==> src/rtl/tcache_pkg.sv <==
package tcache_pkg;

  typedef enum logic [1:0] {
    ST_IDLE = 2'd0,
    ST_MISS = 2'd1,
    ST_DONE = 2'd2
  } tc_state_e;

  typedef enum logic [1:0] {
    CK_NONE = 2'd0,
    CK_RW   = 2'd1,
    CK_WW   = 2'd2,
    CK_WR   = 2'd3
  } tc_conf_e;

endpackage

==> src/rtl/tcache_lines.sv <==
module tcache_lines #(
  parameter int LINES = 8,
  parameter int WORDS = 4,
  parameter int DW    = 32,
  parameter int TW    = 7
) (
  input  logic                              clk,
  input  logic                              rst,
  input  logic [$clog2(LINES)-1:0]          rd_idx,
  output logic                              rd_valid,
  output logic [TW-1:0]                     rd_tag,
  output logic                              rd_dirty,
  output logic [WORDS-1:0][DW-1:0]          rd_line,
  input  logic [$clog2(LINES)-1:0]          sn_idx,
  output logic                              sn_valid,
  output logic [TW-1:0]                     sn_tag,
  input  logic                              wr_en,
  input  logic [$clog2(LINES)-1:0]          wr_idx,
  input  logic [$clog2(WORDS)-1:0]          wr_off,
  input  logic [DW-1:0]                     wr_data,
  input  logic                              fill_en,
  input  logic [$clog2(LINES)-1:0]          fill_idx,
  input  logic [TW-1:0]                     fill_tag,
  input  logic [WORDS-1:0][DW-1:0]          fill_line,
  input  logic [LINES-1:0]                  inv_mask
);
  localparam int IB = $clog2(LINES);

  logic [WORDS-1:0][DW-1:0] data_q [LINES];
  logic [LINES-1:0]         valid_q;
  logic [LINES-1:0]         dirty_q;
  logic [TW-1:0]            tag_q [LINES];

  always_ff @(posedge clk) begin
    if (fill_en)
      data_q[fill_idx] <= fill_line;
    else if (wr_en)
      data_q[wr_idx][wr_off] <= wr_data;
  end

  for (genvar k = 0; k < LINES; k++) begin : g_line
    always_ff @(posedge clk) begin
      if (rst) begin
        valid_q[k] <= 1'b0;
        dirty_q[k] <= 1'b0;
        tag_q[k]   <= '0;
      end else if (fill_en && fill_idx == IB'(k)) begin
        valid_q[k] <= 1'b1;
        dirty_q[k] <= 1'b0;
        tag_q[k]   <= fill_tag;
      end else if (inv_mask[k]) begin
        valid_q[k] <= 1'b0;
        dirty_q[k] <= 1'b0;
      end else if (wr_en && wr_idx == IB'(k)) begin
        dirty_q[k] <= 1'b1;
      end
    end


    abort_invalidates_chk: assert property (@(posedge clk) disable iff (rst)
      (inv_mask[k] && !(fill_en && fill_idx == IB'(k))) |=> !valid_q[k]);
  end

  assign rd_valid = valid_q[rd_idx];
  assign rd_tag   = tag_q[rd_idx];
  assign rd_dirty = dirty_q[rd_idx];
  assign rd_line  = data_q[rd_idx];
  assign sn_valid = valid_q[sn_idx];
  assign sn_tag   = tag_q[sn_idx];

endmodule

==> src/rtl/tcache_track.sv <==
module tcache_track #(
  parameter int LINES = 8,
  parameter int WORDS = 4
) (
  input  logic                     clk,
  input  logic                     rst,
  input  logic                     clr,
  input  logic                     set_r,
  input  logic                     set_w,
  input  logic [$clog2(LINES)-1:0] set_idx,
  input  logic [$clog2(WORDS)-1:0] set_off,
  output logic                     cpu_tracked,
  output logic [LINES-1:0]         trk_mask,
  input  logic [$clog2(LINES)-1:0] sn_idx,
  input  logic [$clog2(WORDS)-1:0] sn_off,
  output logic                     sn_r,
  output logic                     sn_w
);
  logic [LINES-1:0][WORDS-1:0] r_q;
  logic [LINES-1:0][WORDS-1:0] w_q;

  always_ff @(posedge clk) begin
    if (rst || clr) begin
      r_q <= '0;
      w_q <= '0;
    end else begin
      if (set_r) r_q[set_idx][set_off] <= 1'b1;
      if (set_w) w_q[set_idx][set_off] <= 1'b1;
    end
  end

  for (genvar k = 0; k < LINES; k++) begin : g_mask
    assign trk_mask[k] = |(r_q[k] | w_q[k]);
  end

  assign cpu_tracked = trk_mask[set_idx];
  assign sn_r        = r_q[sn_idx][sn_off];
  assign sn_w        = w_q[sn_idx][sn_off];


  gang_clear_chk: assert property (@(posedge clk) disable iff (rst)
    clr |=> (r_q == '0 && w_q == '0));


  read_mark_chk: assert property (@(posedge clk) disable iff (rst)
    (set_r && !clr) |=> r_q[$past(set_idx)][$past(set_off)]);

endmodule

==> src/rtl/tcache_snoop.sv <==
module tcache_snoop
  import tcache_pkg::*;
(
  input  logic       clk,
  input  logic       rst,
  input  logic       coh_valid,
  input  logic       coh_excl,
  input  logic       hit,
  input  logic       r_bit,
  input  logic       w_bit,
  output logic       conf_valid,
  output logic [1:0] conf_kind
);
  tc_conf_e kind_c;

  always_comb begin
    kind_c = CK_NONE;
    if (coh_valid && hit) begin
      if (w_bit)
        kind_c = coh_excl ? CK_WW : CK_RW;
      else if (r_bit && coh_excl)
        kind_c = CK_WR;
    end
  end

  always_ff @(posedge clk) begin
    if (rst) begin
      conf_valid <= 1'b0;
      conf_kind  <= CK_NONE;
    end else begin
      conf_valid <= (kind_c != CK_NONE);
      conf_kind  <= kind_c;
    end
  end


  conf_latency_chk: assert property (@(posedge clk) disable iff (rst)
    conf_valid |-> $past(coh_valid));


  ww_priority_chk: assert property (@(posedge clk) disable iff (rst)
    (coh_valid && coh_excl && hit && w_bit) |=> (conf_valid && conf_kind == CK_WW));

endmodule

==> src/rtl/tcache_top.sv <==
module tcache_top
  import tcache_pkg::*;
#(
  parameter int LINES = 8,
  parameter int WORDS = 4,
  parameter int DW    = 32,
  parameter int AW    = 12,
  localparam int IB   = $clog2(LINES),
  localparam int OB   = $clog2(WORDS),
  localparam int TW   = AW - IB - OB,
  localparam int LW   = WORDS * DW,
  localparam int LAW  = AW - OB
) (
  input  logic           clk,
  input  logic           rst,
  input  logic           req_valid,
  input  logic           req_write,
  input  logic [AW-1:0]  req_addr,
  input  logic [DW-1:0]  req_wdata,
  output logic           resp_valid,
  output logic           resp_ovf,
  output logic [DW-1:0]  resp_rdata,
  input  logic           tx_commit,
  input  logic           tx_abort,
  input  logic           coh_valid,
  input  logic           coh_excl,
  input  logic [AW-1:0]  coh_addr,
  output logic           conf_valid,
  output logic [1:0]     conf_kind,
  output logic           mem_req,
  output logic [LAW-1:0] mem_addr,
  output logic           mem_wb,
  output logic [LAW-1:0] mem_wb_addr,
  output logic [LW-1:0]  mem_wb_data,
  input  logic           mem_ack,
  input  logic [LW-1:0]  mem_fill_data
);
  tc_state_e st_q;

  logic [IB-1:0] idx;
  logic [OB-1:0] off;
  logic [TW-1:0] tg;
  logic [IB-1:0] sn_idx;
  logic [OB-1:0] sn_off;
  logic [TW-1:0] sn_tg;

  assign off    = req_addr[OB-1:0];
  assign idx    = req_addr[OB +: IB];
  assign tg     = req_addr[AW-1 -: TW];
  assign sn_off = coh_addr[OB-1:0];
  assign sn_idx = coh_addr[OB +: IB];
  assign sn_tg  = coh_addr[AW-1 -: TW];

  logic                     line_valid, line_dirty, tracked;
  logic [TW-1:0]            line_tag;
  logic [WORDS-1:0][DW-1:0] line_data;
  logic                     sn_valid, sn_r, sn_w;
  logic [TW-1:0]            sn_tag;
  logic [LINES-1:0]         trk_mask;

  logic hit, go, serve, need_clean, ovf_case, refill;
  logic fill_en, clr;
  logic [LINES-1:0] inv_mask;

  assign hit        = line_valid && (line_tag == tg);
  assign go         = (st_q == ST_IDLE) && req_valid && !tx_commit && !tx_abort;
  assign serve      = go && hit && (!line_dirty || tracked);
  assign need_clean = go && hit && line_dirty && !tracked;
  assign ovf_case   = go && !hit && line_valid && tracked;
  assign refill     = go && !hit && !(line_valid && tracked);
  assign fill_en    = (st_q == ST_MISS) && mem_ack;
  assign clr        = tx_commit || tx_abort;
  assign inv_mask   = tx_abort ? trk_mask : '0;

  tcache_lines #(.LINES(LINES), .WORDS(WORDS), .DW(DW), .TW(TW)) u_lines (
    .clk       (clk),
    .rst       (rst),
    .rd_idx    (idx),
    .rd_valid  (line_valid),
    .rd_tag    (line_tag),
    .rd_dirty  (line_dirty),
    .rd_line   (line_data),
    .sn_idx    (sn_idx),
    .sn_valid  (sn_valid),
    .sn_tag    (sn_tag),
    .wr_en     (serve && req_write),
    .wr_idx    (idx),
    .wr_off    (off),
    .wr_data   (req_wdata),
    .fill_en   (fill_en),
    .fill_idx  (mem_addr[IB-1:0]),
    .fill_tag  (mem_addr[LAW-1:IB]),
    .fill_line (mem_fill_data),
    .inv_mask  (inv_mask)
  );

  tcache_track #(.LINES(LINES), .WORDS(WORDS)) u_track (
    .clk         (clk),
    .rst         (rst),
    .clr         (clr),
    .set_r       (serve && !req_write),
    .set_w       (serve && req_write),
    .set_idx     (idx),
    .set_off     (off),
    .cpu_tracked (tracked),
    .trk_mask    (trk_mask),
    .sn_idx      (sn_idx),
    .sn_off      (sn_off),
    .sn_r        (sn_r),
    .sn_w        (sn_w)
  );

  tcache_snoop u_snoop (
    .clk        (clk),
    .rst        (rst),
    .coh_valid  (coh_valid),
    .coh_excl   (coh_excl),
    .hit        (sn_valid && (sn_tag == sn_tg)),
    .r_bit      (sn_r),
    .w_bit      (sn_w),
    .conf_valid (conf_valid),
    .conf_kind  (conf_kind)
  );

  always_ff @(posedge clk) begin
    if (rst) begin
      st_q        <= ST_IDLE;
      resp_valid  <= 1'b0;
      resp_ovf    <= 1'b0;
      resp_rdata  <= '0;
      mem_req     <= 1'b0;
      mem_addr    <= '0;
      mem_wb      <= 1'b0;
      mem_wb_addr <= '0;
      mem_wb_data <= '0;
    end else begin
      resp_valid <= 1'b0;
      resp_ovf   <= 1'b0;
      case (st_q)
        ST_IDLE: begin
          if (serve) begin
            resp_valid <= 1'b1;
            resp_rdata <= req_write ? req_wdata : line_data[off];
            st_q       <= ST_DONE;
          end else if (ovf_case) begin
            resp_valid <= 1'b1;
            resp_ovf   <= 1'b1;
            st_q       <= ST_DONE;
          end else if (need_clean || refill) begin
            mem_req     <= 1'b1;
            mem_addr    <= req_addr[AW-1:OB];
            mem_wb      <= line_valid && line_dirty;
            mem_wb_addr <= {line_tag, idx};
            mem_wb_data <= line_data;
            st_q        <= ST_MISS;
          end
        end
        ST_MISS: begin
          if (mem_ack) begin
            mem_req <= 1'b0;
            mem_wb  <= 1'b0;
            st_q    <= ST_IDLE;
          end
        end
        default: st_q <= ST_IDLE;
      endcase
    end
  end


  mem_hold_chk: assert property (@(posedge clk) disable iff (rst)
    (mem_req && !mem_ack) |=> (mem_req && $stable(mem_addr) && $stable(mem_wb)));


  no_evict_tracked_chk: assert property (@(posedge clk) disable iff (rst)
    ovf_case |=> (resp_ovf && resp_valid && !mem_req));


  clean_first_chk: assert property (@(posedge clk) disable iff (rst)
    need_clean |=> (mem_req && mem_wb && !resp_valid));

endmodule

==> config.mk <==
export PLATFORM = sky130hd
export DESIGN_NAME = tcache_top
export DESIGN_NICKNAME = d
export VERILOG_FILES = /design/src/rtl/tcache_pkg.sv /design/src/rtl/tcache_lines.sv /design/src/rtl/tcache_track.sv /design/src/rtl/tcache_snoop.sv /design/src/rtl/tcache_top.sv
export SDC_FILE = /design/constraint.sdc
export NUM_CORES = 2
export LEC_CHECK = 0
export BUFFER_PORTS_ARGS = -buffer_cell sky130_fd_sc_hd__buf_2
export CAP_MARGIN = 20
export CORE_MARGIN = 2
export CORE_UTILIZATION = 25
export DETAILED_ROUTE_END_ITERATION = 6
export SYNTH_ARGS = -nofsm -noshare
export SYNTH_HDL_FRONTEND = slang
export SYNTH_HIERARCHICAL = 1
export SYNTH_SLANG_ARGS = --single-unit
==> constraint.sdc <==
create_clock -name clk -period 6.5 [get_ports clk]
set_clock_uncertainty 0.05 [all_clocks]
set_input_delay 0.65 -clock clk [delete_from_list [all_inputs] [get_ports clk]]
set_output_delay 0.65 -clock clk [all_outputs]
set_load 0.005 [all_outputs]
---- After elaboration in Yosys (flattened, before gate mapping) ----
Memory sizes are Yosys's and may differ from the RTL's.
Cells that the tools add are included.
cells by class
  reductions and logical operators ........ 85
  bitwise logic cells ..................... 21
  equal/unequal tests ..................... 22
  add/sub/neg operators ................... 0
  multipliers ............................. 0
  muxes and demuxes ....................... 104
  divide/modulo/power cells ............... 0
  magnitude comparators ................... 6
  shifts and indexed selects .............. 0
operator list
  kind                                                count
  two-way mux 128 bit                                 3
  OR reduction 128 bit                                1
  two-way mux 32 bit                                  3
  binary-select mux 32 bit (select 2 bit)             1
  demux 32 bit (select 2 bit)                         1
  OR 32 bit                                           2
  two-way mux 1 bit                                   62
  two-way mux 7 bit                                   8
  logical AND 1 bit                                   38
  OR 4 bit                                            8
  OR reduction 4 bit                                  8
  OR reduction 3 bit                                  9
  binary-select mux 4 bit (select 3 bit)              2
  == test 3 bit, second input constant                8
  nonzero test 2 bit                                  10
  two-way mux 2 bit                                   8
  == test 7 bit                                       2
  binary-select mux 1 bit (select 3 bit)              4
  demux 4 bit (select 3 bit)                          1
  == test 3 x 2 -> 1 bit, second input constant       4
  two-way mux 4 bit                                   3
  < comparator 3 x 4 -> 1 bit, second input constant  2
  two-way mux 8 bit                                   1
  OR 1 bit                                            8
  other kinds (22)                                    41
storage, ports and cells
  word-level logic and storage cells ...... 283
  memories ................................ 2
  bits in registers ....................... 269
  bits in read-only memories .............. 0
  bits in writable memories ............... 1080
  bits in latches ......................... 0
  input port bits ......................... 193
memory list
  memory          words  bits a word  rd ports  clocked after Yosys merged registers in  wr ports  RTL line            source
  u_lines.data_q  8      128          1         0                                        1         tcache_lines.sv:29  logic [WORDS-1:0][DW-1:0] data_q [LINES];
  u_lines.tag_q   8      7            2         0                                        8         tcache_lines.sv:32  logic [TW-1:0] tag_q [LINES];

---- Longest topological paths before layout ----
  depth in word-level cells ............... 12
  gate-level depth with buffers ........... 15
  gate-level depth less buffers ........... 12

---- Modules after synthesis ----
Netlist, hierarchy kept.
modules (own cells, without submodules)
  module        seq. area each (um^2)  instances  area each (um^2)  cells an instance
  tcache_lines  32751.4                1          43745.7           2112
  tcache_top    3663.5                 1          9156.3            875
  tcache_track  1281.2                 1          2855.2            332
  tcache_snoop  60.1                   1          103.8             11

---- Least setup slack after synthesis ----
Ideal clock, no wire load.
  path type ............................... input to register
  from .................................... input port req_addr[2]
  to ...................................... memory u_lines/data_q[4][100] (netlist name), enable pin
  buffers on the path ..................... 4
  stages .................................. 13
  required time ........................... 5.989 ns
  slack ................................... -0.087 ns
  arrival ................................. 6.076 ns
  cell sequence ........................... buf_2 -> buf_6 -> buf_6 -> mux4_2 -> mux2_2 -> xnor2_1 -> nand4_1 -> nor4_2 -> and2_1 -> nor2b_1 -> buf_2 -> mux2_2 -> nor3_1
between the ends
  word-level cells in the longest chain between the ends .. 11
RTL lines
  what                                                                       RTL line            source
  start: declaration                                                         tcache_top.sv:18    input logic [AW-1:0] req_addr,
  memory read (8 x 7 bit) (*)                                                --
  named net line_tag[1]                                                      tcache_top.sv:55    logic [TW-1:0] line_tag;
  == test 7 bit (*)                                                          tcache_top.sv:65    assign hit = line_valid && (line_tag == tg);
  logical AND 1 bit (*)                                                      tcache_top.sv:65
  logical AND 1 bit (*) (2 in a row)                                         tcache_top.sv:67    assign serve = go && hit && (!line_dirty || tracked);
  logical AND 1 bit (*)                                                      tcache_top.sv:86    .wr_en (serve && req_write),
  two-way mux 1 bit (*)                                                      tcache_lines.sv:37  else if (wr_en)
  two-way mux 1 bit (*)                                                      tcache_lines.sv:35  if (fill_en)
  two-way mux 128 bit (implied by the code) (*)                              tcache_lines.sv:38  data_q[wr_idx][wr_off] <= wr_data;
  OR reduction 128 bit (no line)                                             --
  two-way mux 3 bit (no line) / two-way mux 128 bit (equally long branches)  --
  end: declaration                                                           tcache_lines.sv:29
The timed path passes the listed nets; every way through them passes the cells marked *. The select of a mux whose other input is x is not followed.

---- Worst setup path after layout ----
  from .................................... input port req_addr[4]
  to ...................................... memory u_lines/data_q[2][108] (netlist name), enable pin
RTL lines
  what                                                                       RTL line            source
  binary-select mux 1 bit (select 3 bit) (*)                                 tcache_track.sv:36  assign cpu_tracked = trk_mask[set_idx];
  two-way mux 1 bit (implied by the code) (*)                                tcache_track.sv:36
  named net tracked                                                          tcache_top.sv:54    logic line_valid, line_dirty, tracked;
  logical OR 1 bit (*)                                                       tcache_top.sv:67
  logical AND 1 bit (*)                                                      tcache_top.sv:67
  logical AND 1 bit (*)                                                      tcache_top.sv:86
  two-way mux 1 bit (*)                                                      tcache_lines.sv:37
  two-way mux 1 bit (*)                                                      tcache_lines.sv:35
  two-way mux 128 bit (implied by the code) (*)                              tcache_lines.sv:38
  OR reduction 128 bit (no line)                                             --
  two-way mux 3 bit (no line) / two-way mux 128 bit (equally long branches)  --
Marked as above.

==> reports/metrics.cfg <==
[outcome]
status = completed

[sta]
slew-limit-headroom_pct = 23.4
setup_violations = 0
setup_ws_ns = 1.77
post-route-min-period_ns = 4.73
rsz0062_at_grt = no
finalCritPeriodShare_pct = 72.8
tightestPinTransition_ns = 1.12
hold_viol_final = 0
tns_ns = 0
drv_slew = 0
max_freq_mhz = 211

[clocking]
cts_resized = 0
cts.sink_count = 1346
post-cts-setup-buffer-count = 0
cts_tree = done
ctsHoldBuffers = 0
cts_buffers = 150
root_buffer = clkbuf_16
htreeDepth = 4
clock_path_buffers = 3
clk_latency_ns = 0.79
clk_pin_slew_ns = 0.06

[yosys]
synth_most_common_cell = edfxtp_1
yosys.area.top_type_share_pct = 58.1
synthSimpleGateAreaFrac_pct = 8.45
synth_top_family_by_area = multiplexers
synthTopCellsByArea = edfxtp_1 58%, mux4_2 13%, dfxtp_1 9.5%, mux2i_1 3.8%, nand2b_1 3.7%
synthesis.area_um2 = 55900
avgSynthCellArea_um2 = 16.8
ys_seq_area_share_pct = 67.6
synthArstFlopShare_pct = 0
ys_seq_elements = 1346
synth_edf_count = 1080
synth_xor_area_share_pct = 0.220
synth_fa_ha_area_share_pct = 0
synth_largest_area_cell = edfxtp_1
syn_inst = 3330
synth-compound-area-share_pct = 1.70
synthDistinctLibCells = 54
synthTopCellsByCount = 1080 x edfxtp_1, 331 x nand2b_1, 322 x mux4_2
yosysWarnings = 6
synth_ff_type = edfxtp_1
syn_nets = 3523
yosys-mux-area-fraction_pct = 19.8

[cells_and_area]
nFillCells = 22000
final_util_pct = 29.8
drive_gt1_share_pct = 30.9
fin_nets = 3915
multi_input_area_um2 = 17100
ff_latch_area_um2 = 37800
postLayoutCellArea_um2 = 66100
area_delta_synth_final_pct = 18.4

[placed_design]
placed_area_um2 = 61100
place_congestion = 0.871
dp_hpwl_um = 136000
pre_cts_slack_ns = 1.08
port_buffers = 379

[global_route]
grt_pass1_wl_um = 264000
overflow = 0
grt_max_degree = 152
antenna_found_initial = 41
track_usage_pct = 16.7
grt_pass1_vias = 31700

[pwr]
internal_power_mw = 14.8
seqPwrFrac_pct = 48.7
comb_power_share_pct = 6.9
p_switching_mw = 4.47
ir_drop_mv = 0.176
power_density_nw_per_um2 = 292
p_leak_nw = 22.4
power_mw = 19.3
switching_share_pct = 23.2
pwr-share-clk_pct = 44.4

[route]
drt_iter0_drc = 3636
vias = 32300
antenna_left = 0
post_drt_wl_per_cell_um = 28.8
firstDrtPassIters = 5
via_per_inst = 4.73
routed_wl_um = 196000
drc = 0

[floorplan]
coreArea_um2 = 222000
num_io_pins = 380
rows = 173
die_w_um = 477
start_util_pct = 25.2
die_y_um = 477
die_area_um2 = 227000

[worst_hold_path]
worstHoldEndpoint = u_snoop/conf_kind[1]$_SDFF_PP0_
min_from = coh_excl
hold_class = input pin to flip-flop
min_path_cells = 3

[critical_path]
critPathLaunchType = input pin
r2r_start = u_lines/tag_q[0][5]$_SDFFCE_PN0P_
crit_fanout = 85
endpoint_kind = flip-flop
cp_data_arrival_time_ns = 5.07
cp-startpoint = req_addr[4]
reg2reg_to = u_lines/data_q[2][108]$_DFFE_PP_
critPathKind = input pin to flip-flop
ff2ff_setup_slack_ns = 1.81
reg2regPathDepth = 11
critPathRequiredTime_ns = 6.83

[job]
maxCapViolCount = 0

layout make-up:
class                   instances  area share (%)
diodes                         13          0.0492
clock buffers                 193            6.01
clock inverters                72            1.46
inverters                       7          0.0397
multi-input cells            1769            25.9
flip-flops and latches       1346            57.1
well taps                    2975            5.63
repair buffers                448            3.83
state kept, by name (all words and copies together) (netlist names):
| register | flops |
|---|---|
| u_lines/data_q | 1024 |
| mem_wb_data | 128 |
| u_lines/tag_q | 56 |
| resp_rdata | 32 |
| u_track/r_q | 32 |
| u_track/w_q | 32 |
| mem_addr | 10 |
| u_lines/dirty_q | 8 |
| u_lines/valid_q | 8 |
| mem_wb_addr | 7 |
| st_q | 2 |
| u_snoop/conf_kind | 2 |
| mem_req | 1 |
| mem_wb | 1 |
| resp_ovf | 1 |
| resp_valid | 1 |
| u_snoop/conf_valid | 1 |
metrics by stage:
| stage | hold WS [ns] | cells |
|---|---|---|
| 2_1_floorplan | 0.403 | 3330 |
| 3_3_place_gp | 0.410 | 6544 |
| 3_5_place_dp | 0.409 | 6544 |
| 4_1_cts | 0.0182 | 6809 |
| 5_1_grt | 0.0639 | 6810 |
| 6_report | 0.0967 | 6823 |
placed cells by master, fill, tap and decap left out, types with 12 or more instances in the layout:
cell / instances
nor3_2: 25
buf_2: 375
o22ai_1: 32
xnor2_1: 14
clkbuf_1: 36
nand2_1: 313
buf_4: 63
clkinv_2: 18
diode_2: 13
edfxtp_1: 1080
nor4_1: 17
mux4_2: 322
nor2_1: 91
nor2b_1: 12
clkbuf_16: 150
a22oi_1: 18
bufinv_16: 15
mux2i_1: 213
mux2_2: 149
and2_1: 67
clkinv_1: 16
a21oi_1: 78
dfxtp_1: 266
nand2b_1: 329
power groups by stage:
stage	clock (mW)	sequential (mW)	combinational (mW)
6_report	8.57	9.39	1.33
5_1_grt	9.07	9.40	1.38
4_1_cts	8.73	9.39	1.34
3_5_place_dp	0	9.58	1.33
3_3_place_gp	0	9.57	1.32
2_1_floorplan	0	9.56	0.731
worst max path at each step:
stage / to / cells after the start / slack, ns
floorplan: u_lines/data_q[4][100]$_DFFE_PP_ / 13 / -0.09
global placement: u_lines/data_q[2][127]$_DFFE_PP_ / 14 / 1.01
detailed placement: u_lines/data_q[2][125]$_DFFE_PP_ / 14 / 1.08
CTS: u_lines/data_q[2][104]$_DFFE_PP_ / 11 / 1.83
global route: u_lines/data_q[2][108]$_DFFE_PP_ / 14 / 1.59
finish: u_lines/data_q[2][108]$_DFFE_PP_ / 14 / 1.77
metal layers:
metal | global-route usage, % | part of all wire [%] | vias to the layer above
met5 | 0 | 0.048 | -
met4 | 10.2 | 7.1 | 14
met3 | 3.36 | 7.0 | 410
met2 | 27.0 | 47 | 1492
met1 | 20.6 | 39 | 16800
li1 | - | - | 13600
kinds of logic (layout without fill, tap and decap cells):
family                    Yosys count  count (layout)
AOI/OAI and AO/OA                 158             158
other                               0              13
buffers and inverters             215             720
DFF                              1346            1346
xor gates and xnor gates           14              14
and+or+nand+nor                   912             912
muxes                             685             685
critical path: stages:
cell and delay, ns:
buf_8 0.49, nand2_1 0.11, nor2_1 0.59, a22oi_1 0.21
nand4_1 0.15, nand2b_1 0.14, nand3_1 0.17, nor4_4 0.35
and2_1 0.32, nor2b_4 0.36, buf_4 0.33, mux2i_1 0.28
nor3_2 0.29, buf_4 0.52
Power figures use the tool's default switching activity.
